[src/rtl/trk_fault_pkg.sv]
// Shared types for the tracking-error fault monitor.
// Assumes: none; type definitions only.
package trk_fault_pkg;

    // Qualification state of a channel's over-threshold run.
    typedef enum logic {
        PQ_IDLE  = 1'b0,   // no strobe seen in the current run
        PQ_ARMED = 1'b1    // one strobe seen; the next one qualifies
    } pq_state_t;

endpackage

[src/rtl/trk_mag.sv]
// Magnitude of a two's-complement word.
// Output is one bit narrower than the input. The most negative code
// saturates to all ones. Assumes W >= 2.
module trk_mag #(
    parameter int W = 16
) (
    input  logic signed [W-1:0] din,
    output logic        [W-2:0] mag
);
    localparam logic [W-1:0] MIN_CODE = {1'b1, {(W-1){1'b0}}};

    logic [W-1:0] neg;

    // Negate, then pick the sign-dependent result with saturation.
    always_comb begin
        neg = -din;
        if (!din[W-1])
            mag = din[W-2:0];
        else if (din == MIN_CODE)
            mag = '1;
        else
            mag = neg[W-2:0];
    end
endmodule

[src/rtl/trk_chan_mon.sv]
// Fault state for one channel.
// Holds hysteretic angle-error qualification, the velocity limit and the
// registered signal-loss flag. Assumes ref_tick is a one-cycle strobe and
// SET_LSB > CLR_LSB. The error fault starts set after reset.
module trk_chan_mon
    import trk_fault_pkg::*;
#(
    parameter int          ERR_W   = 16,
    parameter int          VEL_W   = 24,
    parameter int unsigned SET_LSB = 55,
    parameter int unsigned CLR_LSB = 45,
    parameter int unsigned VEL_MAX = 327680
) (
    input  logic                    clk,
    input  logic                    rst_n,
    input  logic signed [ERR_W-1:0] err,
    input  logic                    ref_tick,
    input  logic signed [VEL_W-1:0] vel,
    input  logic                    sig_lost,
    output logic        [ERR_W-2:0] err_mag,
    output logic                    err_latch,
    output logic                    bad
);
    localparam int EM_W = ERR_W - 1;
    localparam int VM_W = VEL_W - 1;
    localparam logic [EM_W-1:0] SET_V = SET_LSB[EM_W-1:0];
    localparam logic [EM_W-1:0] CLR_V = CLR_LSB[EM_W-1:0];
    localparam logic [VM_W-1:0] VEL_V = VEL_MAX[VM_W-1:0];

    logic [VM_W-1:0] vel_mag;
    logic            over;
    logic            vel_q;
    logic            lost_q;
    pq_state_t       pq;

    trk_mag #(.W(ERR_W)) u_err_mag (.din(err), .mag(err_mag));
    trk_mag #(.W(VEL_W)) u_vel_mag (.din(vel), .mag(vel_mag));

    // The over-threshold test is strict.
    assign over = err_mag > SET_V;

    // Set only at the second strobe of an unbroken run; clear only below CLR_V.
    always_ff @(posedge clk) begin
        if (!rst_n) begin
            err_latch <= 1'b1;
            pq        <= PQ_IDLE;
        end else if (err_latch) begin
            pq <= PQ_IDLE;
            if (err_mag < CLR_V)
                err_latch <= 1'b0;
        end else if (!over) begin
            pq <= PQ_IDLE;
        end else if (ref_tick) begin
            if (pq == PQ_ARMED) begin
                err_latch <= 1'b1;
                pq        <= PQ_IDLE;
            end else begin
                pq <= PQ_ARMED;
            end
        end
    end

    // Register the faults that take effect at once.
    always_ff @(posedge clk) begin
        if (!rst_n) begin
            vel_q  <= 1'b0;
            lost_q <= 1'b0;
        end else begin
            vel_q  <= vel_mag > VEL_V;
            lost_q <= sig_lost;
        end
    end

    assign bad = err_latch | vel_q | lost_q;
endmodule

[src/rtl/trk_fault_mon.sv]
// Two-channel tracking-error fault monitor with a shared active-low flag.
// Both channels run all the time; sel_a picks which one drives fault_n
// through a single output register. Assumes a synchronous active-low reset.
module trk_fault_mon #(
    parameter int          ERR_W   = 16,
    parameter int          VEL_W   = 24,
    parameter int unsigned SET_LSB = 55,
    parameter int unsigned CLR_LSB = 45,
    parameter int unsigned VEL_MAX = 327680
) (
    input  logic                    clk,
    input  logic                    rst_n,
    input  logic signed [ERR_W-1:0] err_a,
    input  logic signed [ERR_W-1:0] err_b,
    input  logic                    ref_tick_a,
    input  logic                    ref_tick_b,
    input  logic signed [VEL_W-1:0] vel_a,
    input  logic signed [VEL_W-1:0] vel_b,
    input  logic                    sig_lost_a,
    input  logic                    sig_lost_b,
    input  logic                    sel_a,
    output logic                    fault_n
);
    localparam int N_CH = 2;
    localparam int EM_W = ERR_W - 1;

    generate
        if (SET_LSB <= CLR_LSB) begin : g_bad_thresholds
            $error("SET_LSB must exceed CLR_LSB");
        end
    endgenerate

    logic signed [N_CH-1:0][ERR_W-1:0] err_w;
    logic signed [N_CH-1:0][VEL_W-1:0] vel_w;
    logic        [N_CH-1:0]            tick_w;
    logic        [N_CH-1:0]            lost_w;
    logic        [N_CH-1:0][EM_W-1:0]  mag_w;
    logic        [N_CH-1:0]            latch_w;
    logic        [N_CH-1:0]            bad_w;

    assign err_w  = {err_b, err_a};
    assign vel_w  = {vel_b, vel_a};
    assign tick_w = {ref_tick_b, ref_tick_a};
    assign lost_w = {sig_lost_b, sig_lost_a};

    for (genvar c = 0; c < N_CH; c++) begin : g_ch
        trk_chan_mon #(
            .ERR_W(ERR_W), .VEL_W(VEL_W), .SET_LSB(SET_LSB),
            .CLR_LSB(CLR_LSB), .VEL_MAX(VEL_MAX)
        ) u_ch (
            .clk(clk), .rst_n(rst_n), .err(err_w[c]), .ref_tick(tick_w[c]),
            .vel(vel_w[c]), .sig_lost(lost_w[c]), .err_mag(mag_w[c]),
            .err_latch(latch_w[c]), .bad(bad_w[c])
        );
    end

    // Drive the shared flag from the selected channel, one clock later.
    always_ff @(posedge clk) begin
        if (!rst_n)
            fault_n <= 1'b0;
        else
            fault_n <= ~(sel_a ? bad_w[0] : bad_w[1]);
    end
endmodule

[config.mk]
export PLATFORM = sky130hd
export DESIGN_NAME = trk_fault_mon
export DESIGN_NICKNAME = d
export VERILOG_FILES = /design/src/rtl/trk_fault_pkg.sv /design/src/rtl/trk_mag.sv /design/src/rtl/trk_chan_mon.sv /design/src/rtl/trk_fault_mon.sv
export SDC_FILE = /design/constraint.sdc
export NUM_CORES = 1
export LEC_CHECK = 0
export BUFFER_PORTS_ARGS = -buffer_cell sky130_fd_sc_hd__buf_4
export CAP_MARGIN = 25
export CORE_MARGIN = 2
export CORE_UTILIZATION = 48
export CTS_BUF_LIST = sky130_fd_sc_hd__clkbuf_8
export CTS_CLUSTER_DIAMETER = 150
export DETAILED_ROUTE_END_ITERATION = 12
export GPL_TIMING_DRIVEN = 0
export PLACE_DENSITY = 0.87
export SYNTH_ARGS = -nofsm -noshare
export SYNTH_HDL_FRONTEND = slang
export SYNTH_HIERARCHICAL = 1
export SYNTH_SLANG_ARGS = --single-unit
[constraint.sdc]
create_clock -name clk -period 3 [get_ports clk]
set_input_delay 0.45 -clock clk [delete_from_list [all_inputs] [get_ports clk]]
set_output_delay 0.45 -clock clk [all_outputs]
set_load 0.005 [all_outputs]
-- After elaboration in Yosys (flattened, before gate mapping)
Cells that the tools add are included.
- word-level logic and storage cells: 54
- input port bits: 87
- flip-flop bits (word level): 9
- output and inout port bits: 1
- bitwise operators: 8
- $add $sub $neg: 4
- order comparisons: 6
- mux-type cells: 21
- reduce and logical (&&, ||, !) cells: 2
- eq/ne operators: 4
- operator list (cell ; number):
    23-bit 2-to-1 mux ; 4
    15-bit 2-to-1 mux ; 4
    24-bit equality test (second input constant) ; 2
    23-bit by 19-bit greater-than comparator with 1-bit output (second input constant) ; 2
    23-bit negation ; 2
    16-bit equality test (second input constant) ; 2
    15-bit by 6-bit greater-than comparator with 1-bit output (second input constant) ; 2
    15-bit by 6-bit less-than comparator with 1-bit output (second input constant) ; 2
    15-bit negation ; 2
    1-bit 2-to-1 mux ; 13
    3-bit OR reduction ; 2
    1-bit inverter ; 4
    1-bit bitwise OR ; 4

-- Depth between registers and ports, before layout
- depth after elaboration: 6
- gate-level depth with buffers: 12

-- Modules after synthesis
Netlist, hierarchy kept.
- modules (own cells, without submodules) (module ; cells each ; times used ; sequential area each (um2) ; area an instance (um2)):
    trk_mag at g_ch[0].u_ch.u_err_mag ... ; 61 ; 2 ; 0.0 ; 374.1
    trk_mag at g_ch[1].u_ch.u_vel_mag ; 122 ; 1 ; 0.0 ; 734.5
    trk_mag at g_ch[0].u_ch.u_vel_mag ; 98 ; 1 ; 0.0 ; 683.2
    trk_chan_mon ; 31 ; 2 ; 80.1 ; 255.2
    trk_fault_mon ; 3 ; 1 ; 20.0 ; 36.3

-- Least setup slack after synthesis
OpenSTA, ideal clock, no wires.
- kind: input to register
- from: input port err_a[0]
- to: register g_ch[0].u_ch.pq
- library setup time: 0.061 ns
- data required time: 2.939 ns
- arrival: 2.839 ns
- stages: 11
- setup slack: 0.100 ns
- path through: inv_1 ha_1 or4b_1 or3_1 or3_4 or4_4 buf_6 nand2_1 nand3_1 nand4_1 and4b_1
- RTL lines (item ; line ; RTL):
    start: declaration ; trk_fault_mon.sv:13 ; input logic signed [ERR_W-1:0] err_a,
    end signal: assignment ; trk_chan_mon.sv:46 ; pq <= PQ_IDLE;
    end signal: assignment ; trk_chan_mon.sv:48 ; pq <= PQ_IDLE;
    end signal: assignment ; trk_chan_mon.sv:52 ; pq <= PQ_IDLE;
    end: declaration ; trk_chan_mon.sv:34 ; pq_state_t pq;

==> metrics.txt <==
status=completed; commonest cells in the netlist=nand2_1 (68), o21ai_0 (40), xor2_1 (31); Num CTS Buffers=3; largest net degree at the start of global routing=11; worst skew pair latency=around 0.24 ns; Layout area overhead=35.19%; Avg Inst Size Synth=6.665 sq um; Max clock buf depth=2; ANT nets after route=0; Pre-Repair DR Iteration Count=5; Die H=79.18 um; HPWL after DPL=6170 um; Synth area leader=xor2_1; WHS=0.4208 ns; top-count cell post-synth=nand2_1; Hold Path Depth=2; # rows=27; worst clock skew=0.005448 ns; Post-Syn Nets=498; # H-tree levels=1; wire per inst=14.25 um; leakage power=1.548 nW; clock root cell=clkbuf_8; Peak VDD IR=approximately 0.19 mV; reg2reg setup slack=2.03 ns; CTS tree=yes; GRT Resource Usage Total=24.10%; post-route minimum period=between 2 and 3 ns; top cells by area, synth=xor2_1 (10%), nand2_1 (9.4%), o21ai_0 (7.4%); Synth warnings=6; DRC viols=0; required time worst endpoint=3.18 ns; Clock Sinks=9; Async SR Flop Fraction=0%; share of layout cells above drive strength 1=29.46%; hold endpoint=g_ch[0].u_ch/lost_q$_SDFF_PN0_; vias after detailed routing=3466; Synth cell types=57; core area=roughly 0.0055 sq mm; Fmax=339.4 MHz; Slew HR=roughly 58%; RR Startpoint=g_ch[0].u_ch/err_latch$_SDFF_PN1_; final setup fails=0; antenna violations before repair=0; top-area cell type share of the netlist area=~10%; kind of critical path=in2reg; Max FO, Critical Path=4; Min-Delay Path Class=in2reg; post-synthesis sequential area ratio=6.642%; pwr/cell area=approximately 180 mW/mm^2; vias in the first global route=~3000; slowest stage delay, CP=between 0.5 and 0.6 ns; Worst setup SP type=input pin; Crit. Startpoint=err_a[1]; synthesized area=0.002713 sq mm; slowest CP cell=or4_4; routed vias/inst=6.070; num ports=88; first-pass GRT wire length=12850 um; reg2reg end=fault_n$_SDFF_PN0_; synthesized instance count=407; # diodes=0; CP Capture Type=flop; die width=just under 80 um; crit-path leading delay family=simple AND/OR/NAND/NOR gates; fin nets=591; final hold viol count=0; Slew Viols, Final=0; Worst R2R Path Depth=3; Top FF cell, synth=dfxtp_1; CP arrival=3.12 ns; Tot Pwr=roughly 0.65 mW; measured slew at the worst slew-check pin=0.6256 ns; crit path buf inv count=3; 1st-iter DRT viols=138; full die area=0.006269 sq mm; CP Cell Sequence=buf_4 > inv_2 > ha_4 > or4b_4 > or3_4 > or3_4 > or4_4 > buf_4 > o211ai_1 > o211a_1 > o211ai_1 > nand3_1; register bit count reported by yosys=9; IO buf count=84; Max Cap Viol=0; Final Routed Wirelength=8136 um; Tcrit/Tclk final=98.22%; Min-Delay Startpoint=sig_lost_a; clk slew on worst S/H paths=approximately 0.050 ns; Initial Util=49.57%; Overflow after GRT=0; number of flops mapped to enable cells by yosys=0; Placer Congestion=0.8744
[metal layers]
layer,vias to the layer above,wire length [um],GRT usage (%)
met3,14,485,2.159
met5,-,0,0
met1,1596,3517,30.92
met2,144,4016,42.97
li1,1712,-,-
met4,0,116,6.379
[cell type report]
| class | instances | area, sq um |
|---|---|---|
| Fill cell | 463 | 1805 |
| Clock buffer | 3 | 41.29 |
| Inverter | 14 | 52.55 |
| Multi-Input combinational cell | 364 | 2511 |
| Sequential cell | 9 | 180.2 |
| Buffer | 19 | 101.3 |
| Clock inverter | 1 | 5.005 |
| Tap cell | 72 | 90.09 |
| Timing Repair Buffer | 89 | 685.7 |
[cells by family after synthesis]
logic type / after synthesis / share of synthesized area, %
compound gates: 115 / 28.14
xor+xnor: 35 / 11.30
buf+inv: 34 / 5.673
simple gates: 201 / 43.03
fa+ha+maj: 4 / 1.845
mux: 9 / 3.367
flops: 9 / 6.642
[cells in the final DEF, fill, tap and decap left out, types with 10 or more instances in the layout]
cell type   n
o21ai_0    40
xor2_1     31
inv_1      10
nor2_1     27
nor3_1     12
nand3_1    12
clkbuf_1   12
a21oi_1    18
buf_4      88
o31ai_1    12
nand2_1    65
[power breakdown]
group / internal, mW / switching (mW) / total, mW
combinational: 0.183 / 0.205 / 0.388
sequential: 0.123 / 0.000670 / 0.124
clock: 0.0908 / 0.0511 / 0.142
[worst register-to-register path: stages (launching register included)]
cell and delay, ns:
dfxtp_1 0.34, or3_1 0.33, mux2i_1 0.12, and2_1 0.13
[per-stage QoR]
step	TNS, ns	area [sq um]	setup slack (ns)	std cells	utilization, %
final	0	3667	0.05353	571	67.01
after global routing	-0.001592	3667	-0.001592	571	67.01
after CTS	0	3480	0.01787	567	63.58
after detailed placement	-1.197	3433	-0.2255	563	62.73
after global placement	-0.8231	3433	-0.1770	563	62.73
after floorplan	0	2713	0.1002	407	-
[state kept, by name, indices dropped and copies added, names as in the netlist]
| name | count |
|---|---|
| g_ch.u_ch/err_latch | 2 |
| g_ch.u_ch/lost_q | 2 |
| g_ch.u_ch/pq | 2 |
| g_ch.u_ch/vel_q | 2 |
| fault_n | 1 |
[worst max-delay path by stage]
stage | endpoint | slack [ns] | cells past startpoint
floorplan | g_ch[0].u_ch/pq$_SDFFE_PP0P_ | 0.10 | 11
global placement | g_ch[1].u_ch/pq$_SDFFE_PP0P_ | -0.18 | 12
detailed placement | g_ch[1].u_ch/pq$_SDFFE_PP0P_ | -0.23 | 12
CTS | g_ch[1].u_ch/pq$_SDFFE_PP0P_ | 0.02 | 12
global route | g_ch[0].u_ch/err_latch$_SDFF_PN1_ | -0.002 | 12
finish | g_ch[0].u_ch/err_latch$_SDFF_PN1_ | 0.05 | 12
[repair_timing]
action / CTS / global route
buffers inserted: 0 / 4
gates resized for setup: 0 / 28
endpoints found under the hold margin: 0 / 0
setup endpoints to repair: 0 / 6
hold buffers: 0 / 0
No activity file was read; power rests on OpenSTA's default activity.
